--- src/rtl/flash_seq_pkg.sv ---
package flash_seq_pkg;

  typedef enum logic [3:0] {
    S_IDLE,
    S_UNLK1,
    S_CMD,
    S_PROG,
    S_AUTO,
    S_CFI,
    S_EUNLK0,
    S_EUNLK1,
    S_ECMD,
    S_ERASING
  } seq_state_e;

  typedef enum logic [1:0] {
    MODE_READ   = 2'd0,
    MODE_IDENT  = 2'd1,
    MODE_STATUS = 2'd2,
    MODE_QUERY  = 2'd3
  } mode_e;

  typedef struct packed {
    logic keyAddrA;
    logic keyAddrB;
    logic queryAddr;
  } addr_match_t;

  typedef struct packed {
    logic progGo;
    logic eraseGo;
    logic eraseWhole;
  } strobe_t;

  localparam logic [11:0] KEY_ADDR_A  = 12'h555;
  localparam logic [11:0] KEY_ADDR_B  = 12'h2AA;
  localparam logic [11:0] QUERY_ADDR  = 12'h055;

  localparam logic [7:0] KEY_DATA_A   = 8'hAA;
  localparam logic [7:0] KEY_DATA_B   = 8'h55;
  localparam logic [7:0] OP_ERASE_SET = 8'h80;
  localparam logic [7:0] OP_IDENT     = 8'h90;
  localparam logic [7:0] OP_PROGRAM   = 8'hA0;
  localparam logic [7:0] OP_BYPASS    = 8'h20;
  localparam logic [7:0] OP_QUERY     = 8'h98;
  localparam logic [7:0] OP_RESET     = 8'hF0;
  localparam logic [7:0] OP_CHIP_ERS  = 8'h10;
  localparam logic [7:0] OP_SECT_ERS  = 8'h30;

endpackage

--- src/rtl/flash_seq_dp.sv ---
module flash_seq_dp
  import flash_seq_pkg::*;
#(
  parameter int ADDR_W       = 20,
  parameter int DATA_W       = 32,
  parameter int SECTOR_BYTES = 65536
) (
  input  logic              clk,
  input  logic              rstN,
  input  logic [ADDR_W-1:0] wrByteOff,
  input  logic [DATA_W-1:0] wrData,
  input  logic [1:0]        busWidth,
  input  strobe_t           strobe,
  output addr_match_t       match,
  output logic              programStart,
  output logic              eraseStart,
  output logic              eraseChip,
  output logic [ADDR_W-1:0] cmdAddr,
  output logic [DATA_W-1:0] cmdData
);

  localparam int SEC_W = $clog2(SECTOR_BYTES);

  logic [SEC_W-1:0]  inSector;
  logic [SEC_W-1:0]  wordOff;
  logic [ADDR_W-1:0] sectorBase;

  assign inSector   = wrByteOff[SEC_W-1:0];
  assign sectorBase = {wrByteOff[ADDR_W-1:SEC_W], {SEC_W{1'b0}}};

  // Offset scaling by bus width
  always_comb begin
    case (busWidth)
      2'd0:    wordOff = inSector;
      2'd1:    wordOff = inSector >> 1;
      default: wordOff = inSector >> 2;
    endcase
  end

  assign match.keyAddrA  = (wordOff == SEC_W'(KEY_ADDR_A));
  assign match.keyAddrB  = (wordOff == SEC_W'(KEY_ADDR_B));
  assign match.queryAddr = (wordOff == SEC_W'(QUERY_ADDR));

  always_ff @(posedge clk) begin
    if (!rstN) begin
      programStart <= 1'b0;
      eraseStart   <= 1'b0;
      eraseChip    <= 1'b0;
      cmdAddr      <= '0;
      cmdData      <= '0;
    end else begin
      programStart <= strobe.progGo;
      eraseStart   <= strobe.eraseGo;
      if (strobe.progGo) begin
        cmdAddr <= wrByteOff;
        cmdData <= wrData;
      end else if (strobe.eraseGo) begin
        eraseChip <= strobe.eraseWhole;
        cmdAddr   <= strobe.eraseWhole ? '0 : sectorBase;
        cmdData   <= wrData;
      end
    end
  end

  AST_PROG_ONE_CYCLE: assert property (@(posedge clk) disable iff (!rstN)
    programStart |=> !programStart);
  AST_PULSE_EXCLUSIVE: assert property (@(posedge clk) disable iff (!rstN)
    eraseStart |-> !programStart);
  AST_SECTOR_ALIGNED: assert property (@(posedge clk) disable iff (!rstN)
    (eraseStart && !eraseChip) |-> (cmdAddr[SEC_W-1:0] == '0));

endmodule

--- src/rtl/flash_seq_ctrl.sv ---
module flash_seq_ctrl
  import flash_seq_pkg::*;
(
  input  logic        clk,
  input  logic        rstN,
  input  logic        wrEn,
  input  logic [7:0]  wrCmd,
  input  logic        eraseBusy,
  input  addr_match_t match,
  output strobe_t     strobe,
  output logic [1:0]  modeCode
);

  seq_state_e state, nState;
  logic       bypass, nBypass;
  logic       busyQ;
  logic       accept;

  assign accept = wrEn && !eraseBusy;

  always_comb begin
    nState  = state;
    nBypass = bypass;
    strobe  = '0;
    if (state == S_ERASING) begin
      if (busyQ && !eraseBusy) nState = bypass ? S_CMD : S_IDLE;
    end else if (accept) begin
      if (wrCmd == OP_RESET && state != S_PROG) begin
        nState  = S_IDLE;
        nBypass = 1'b0;
      end else begin
        nState  = S_IDLE;
        nBypass = 1'b0;
        case (state)
          S_IDLE: begin
            if (match.queryAddr && wrCmd == OP_QUERY)       nState = S_CFI;
            else if (match.keyAddrA && wrCmd == KEY_DATA_A) nState = S_UNLK1;
          end
          S_UNLK1: begin
            if (match.keyAddrB && wrCmd == KEY_DATA_B) begin
              nState  = S_CMD;
              nBypass = bypass;
            end
          end
          S_CMD: begin
            if (bypass || match.keyAddrA) begin
              nBypass = bypass;
              case (wrCmd)
                OP_BYPASS:    begin nState = S_CMD; nBypass = 1'b1; end
                OP_ERASE_SET: nState = S_EUNLK0;
                OP_IDENT:     nState = S_AUTO;
                OP_PROGRAM:   nState = S_PROG;
                default:      begin nState = S_IDLE; nBypass = 1'b0; end
              endcase
            end
          end
          S_PROG: begin
            strobe.progGo = 1'b1;
            nBypass       = bypass;
            nState        = bypass ? S_CMD : S_IDLE;
          end
          S_AUTO: begin
            if (match.queryAddr && wrCmd == OP_QUERY) begin
              nState  = S_CFI;
              nBypass = bypass;
            end
          end
          S_EUNLK0: begin
            if (match.keyAddrA && wrCmd == KEY_DATA_A) begin
              nState  = S_EUNLK1;
              nBypass = bypass;
            end
          end
          S_EUNLK1: begin
            if (match.keyAddrB && wrCmd == KEY_DATA_B) begin
              nState  = S_ECMD;
              nBypass = bypass;
            end
          end
          S_ECMD: begin
            if (wrCmd == OP_CHIP_ERS && match.keyAddrA) begin
              strobe.eraseGo    = 1'b1;
              strobe.eraseWhole = 1'b1;
              nState            = S_ERASING;
              nBypass           = bypass;
            end else if (wrCmd == OP_SECT_ERS) begin
              strobe.eraseGo = 1'b1;
              nState         = S_ERASING;
              nBypass        = bypass;
            end
          end
          default: ;
        endcase
      end
    end
  end

  always_ff @(posedge clk) begin
    if (!rstN) begin
      state  <= S_IDLE;
      bypass <= 1'b0;
      busyQ  <= 1'b0;
    end else begin
      state  <= nState;
      bypass <= nBypass;
      busyQ  <= eraseBusy;
    end
  end

  always_comb begin
    case (state)
      S_AUTO:            modeCode = MODE_IDENT;
      S_CFI:             modeCode = MODE_QUERY;
      S_PROG, S_ERASING: modeCode = MODE_STATUS;
      default:           modeCode = MODE_READ;
    endcase
  end

  AST_BUSY_HOLDS: assert property (@(posedge clk) disable iff (!rstN)
    eraseBusy |=> ($stable(state) && $stable(bypass)));
  AST_PROG_LEAVES: assert property (@(posedge clk) disable iff (!rstN)
    (state == S_PROG && accept) |=> (state == S_IDLE || state == S_CMD));
  AST_QUERY_EXIT: assert property (@(posedge clk) disable iff (!rstN)
    (state == S_CFI && accept) |=> (state == S_IDLE));
  AST_RESET_CMD: assert property (@(posedge clk) disable iff (!rstN)
    (accept && wrCmd == OP_RESET && state != S_PROG && state != S_ERASING)
      |=> (state == S_IDLE && !bypass));

endmodule

--- src/rtl/flash_cmd_seq.sv ---
module flash_cmd_seq
  import flash_seq_pkg::*;
#(
  parameter int ADDR_W       = 20,
  parameter int DATA_W       = 32,
  parameter int SECTOR_BYTES = 65536
) (
  input  logic              clk,
  input  logic              rstN,
  input  logic              wrEn,
  input  logic [ADDR_W-1:0] wrByteOff,
  input  logic [DATA_W-1:0] wrData,
  input  logic [1:0]        busWidth,
  input  logic              eraseBusy,
  output logic [1:0]        modeCode,
  output logic              programStart,
  output logic              eraseStart,
  output logic              eraseChip,
  output logic [ADDR_W-1:0] cmdAddr,
  output logic [DATA_W-1:0] cmdData
);

  addr_match_t match;
  strobe_t     strobe;

  flash_seq_ctrl u_ctrl (
    .clk      (clk),
    .rstN     (rstN),
    .wrEn     (wrEn),
    .wrCmd    (wrData[7:0]),
    .eraseBusy(eraseBusy),
    .match    (match),
    .strobe   (strobe),
    .modeCode (modeCode)
  );

  flash_seq_dp #(
    .ADDR_W      (ADDR_W),
    .DATA_W      (DATA_W),
    .SECTOR_BYTES(SECTOR_BYTES)
  ) u_dp (
    .clk         (clk),
    .rstN        (rstN),
    .wrByteOff   (wrByteOff),
    .wrData      (wrData),
    .busWidth    (busWidth),
    .strobe      (strobe),
    .match       (match),
    .programStart(programStart),
    .eraseStart  (eraseStart),
    .eraseChip   (eraseChip),
    .cmdAddr     (cmdAddr),
    .cmdData     (cmdData)
  );

endmodule

--- config.mk ---
export PLATFORM = sky130hd
export DESIGN_NAME = flash_cmd_seq
export DESIGN_NICKNAME = d
export VERILOG_FILES = /design/src/rtl/flash_seq_pkg.sv /design/src/rtl/flash_seq_dp.sv /design/src/rtl/flash_seq_ctrl.sv /design/src/rtl/flash_cmd_seq.sv
export SDC_FILE = /design/constraint.sdc
export NUM_CORES = 1
export LEC_CHECK = 0
export ABC_AREA = 1
export BUFFER_PORTS_ARGS = -buffer_cell sky130_fd_sc_hd__buf_4
export CORE_ASPECT_RATIO = 1.75
export CORE_MARGIN = 2
export CORE_UTILIZATION = 55
export DETAILED_ROUTE_END_ITERATION = 6
export PLACE_DENSITY = 0.87
export SLEW_MARGIN = 15
export SYNTH_ARGS = -nofsm -noshare
export SYNTH_HDL_FRONTEND = slang
export SYNTH_SLANG_ARGS = --single-unit
--- constraint.sdc ---
create_clock -name clk -period 3.5 [get_ports clk]
set_input_delay 0.175 -clock clk [delete_from_list [all_inputs] [get_ports clk]]
set_output_delay 0.175 -clock clk [all_outputs]
set_load 0.1 [all_outputs]
==> impl_metrics.yaml <==
worst_hold_path:
  hold_class: "in -> reg"
  min_from: "eraseBusy"
floorplanning:
  dieArea_um2: 7013
  core_area_um2: 6181
  io_pins: 115
  die_x_um: 64.17
  start_util: 0.5638
  die_h_um: 109.3
  rows: 38
timing:
  slew_headroom: 0.5593
  setup_viol: 0
  skew_ns: 0.01018
  timing.fmax_mhz: 454.9
  tns_ns: 0
  rsz0062_at_grt: "no"
  period_share: 0.6281
  tightest_slew_ns: 0.6560
  hold_viol: 0
  finalHoldWorstSlack_ns: 0.005851
  maxSlewViolCount: 0
  final.min_clock_period_ns: 2.198
worst_setup_path:
  cp-start-kind: "register"
  arrival_ns: 2.47
  path_class: "reg -> reg"
  reg2reg_from: "u_ctrl.state[0]"
  end_kind: "register"
  critPathLaunch: "u_ctrl.state[0]"
  crit_required_ns: 3.77
  crit_fanout: 5
logic_synthesis:
  syn_area_per_cell_um2: 6.793
  syn_area_um2: 3485
  ys_seq_elements: 61
  synth_cell_type_count: 32
  synth_warnings: 0
  ys_seq_area_frac: 0.3504
  synthesis.nets: 571
  syn-instance-count: 513
cts:
  cts_buffers: 9
  clock-sinks: 61
  htreeDepth: 3
  clk_latency_ns: 0.35
  tritoncts: "done"
  path_clk_slew_ns: 0.08
  cts_max_path_buffers: 2
  cts_resized: 0
  cts_post_setup_buffers_inserted: 0
  cts-root-buf: "clkbuf_8"
  ctsHoldBuffers: 0
pwr:
  power_density_nw_per_um2: 341.5
  p_total_mw: 1.528
  p_leak_nw: 2.178
  vdd_ir_drop_max_uv: 245.2
grt:
  grt_overflow: 0
  grt_usage: 0.2871
  grt_max_degree: 53
  grt_first_pass_wirelength_um: 15710
  grt_pass1_vias: 3570
  antenna_found_initial: 0
layout:
  nNetsFinal: 678
  layout_common_cells: "114 x buf_4, 102 x nand2_1, 87 x nor2_1"
  area_delta_synth_final_pct: 28.37
  final_common_cell: "buf_4"
  multi_input_comb_area_um2: 1858
  layout-drive-gt1-share: 0.3104
  diodes: 0
  n_fill_cell: 551
  regArea_um2: 1221
place:
  gp_congestion: 0.9895
  hpwlAfterDp_um: 7694
  io_buffers: 114
detailed_routing:
  vias_per_cell: 5.355
  first_pass_iters: 5
  wirelength_um: 9971
  wl_per_cell_um: 14.14
  drc: 0
  via_count: 3775
  drtIter0Drc: 272
  ant_nets: 0
flow_run:
  cap_violations: 0
status:
  status: "finished, final reports clean"
per-layer routing:
metal,routed length (um),global-route usage,vias up
met4,512,0.1824,0
li1,-,-,1866
met5,0,0,-
met1,3502,0.2859,1707
met2,5353,0.5335,163
met3,603,0.05834,39
stage by stage:
stage	utilization	area [um2]	setup WS (ns)	instances
after floorplan	-	3485	1.216	513
after global placement	0.6911	4272	1.329	689
after detailed placement	0.6911	4272	1.271	689
after CTS	0.7237	4473	1.344	705
after global routing	0.7237	4473	1.051	705
final	0.7237	4473	1.302	705
worst paths after layout:
path | slack, ns | endpoint | cells after the start
worst max-delay path | 1.30 | u_ctrl.state[0] | 10
worst min-delay path | 0.006 | u_ctrl.busyQ | 3
worst max register to register | 1.30 | u_ctrl.state[0] | 10
worst min register to register | 0.47 | u_dp.cmdAddr[16] | 2
flip-flops by register name, indices dropped and copies added (netlist names):
name	count
u_dp.cmdData	32
u_dp.eraseStart	1
u_ctrl.busyQ	1
u_ctrl.state	4
u_ctrl.bypass	1
u_dp.programStart	1
u_dp.eraseChip	1
u_dp.cmdAddr	20
layout make-up:
cell class / count / area share
well taps: 80 / 0.02238
clock inverters: 7 / 0.01734
multi-input cells: 373 / 0.4154
clock buffers: 9 / 0.02769
flip-flops and latches: 61 / 0.2730
repair buffers: 114 / 0.1913
inverters: 61 / 0.05287
kinds of logic (layout without fill, tap and decap cells):
logic type             count (synthesis)  count (layout)  share of synthesized area
AND/OR/NAND/NOR                      300             300                     0.4101
buffers and inverters                 79             191                     0.1163
flip-flops                            61              61                     0.3504
AO/OA/AOI/OAI                         73              73                     0.1232
synthesized netlist by cell type:
| cell | instances | share of area |
|---|---|---|
| buf_8 | 4 | 0.017 |
| a211oi_1 | 1 | 0.0022 |
| nand4_2 | 1 | 0.0036 |
| nor2_2 | 21 | 0.038 |
| o21ai_1 | 12 | 0.017 |
| nand2_1 | 102 | 0.11 |
| nand2_4 | 1 | 0.0032 |
| a2111oi_0 | 1 | 0.0025 |
| nand4_1 | 12 | 0.022 |
| nor2_1 | 87 | 0.094 |
| clkbuf_1 | 5 | 0.0054 |
| o211ai_1 | 1 | 0.0022 |
| nand3_1 | 49 | 0.070 |
| o21ai_2 | 7 | 0.018 |
| buf_6 | 7 | 0.023 |
| o21ai_0 | 33 | 0.047 |
| a21oi_1 | 10 | 0.014 |
| nand2_8 | 1 | 0.0057 |
| nand2_2 | 6 | 0.011 |
| buf_4 | 1 | 0.0022 |
| o31ai_1 | 1 | 0.0022 |
| nor3_1 | 4 | 0.0057 |
| nor2_4 | 5 | 0.016 |
| nand3_2 | 10 | 0.029 |
| inv_2 | 3 | 0.0032 |
| inv_8 | 1 | 0.0032 |
| clkinv_1 | 1 | 0.0011 |
| nor3_2 | 1 | 0.0029 |
| buf_1 | 1 | 0.0011 |
| a21oi_2 | 7 | 0.018 |
| inv_1 | 56 | 0.060 |
| dfxtp_1 | 61 | 0.35 |
worst max-delay path: stages, from the launching register on:
cell	delay, ns
dfxtp_1	0.41
inv_2	0.06
nor2_1	0.12
inv_1	0.10
nor3_2	0.17
nand3_1	0.10
nand2_1	0.11
inv_1	0.10
a211oi_1	0.55
o21ai_0	0.23
a21oi_1	0.16
power breakdown:
part / leakage [nW] / switching, mW / internal, mW
Sequential: 0.492 / 0.00160 / 0.695
Combinational: 1.59 / 0.108 / 0.0720
Clock: 0.101 / 0.313 / 0.337
Power figures use the tool's default switching activity.
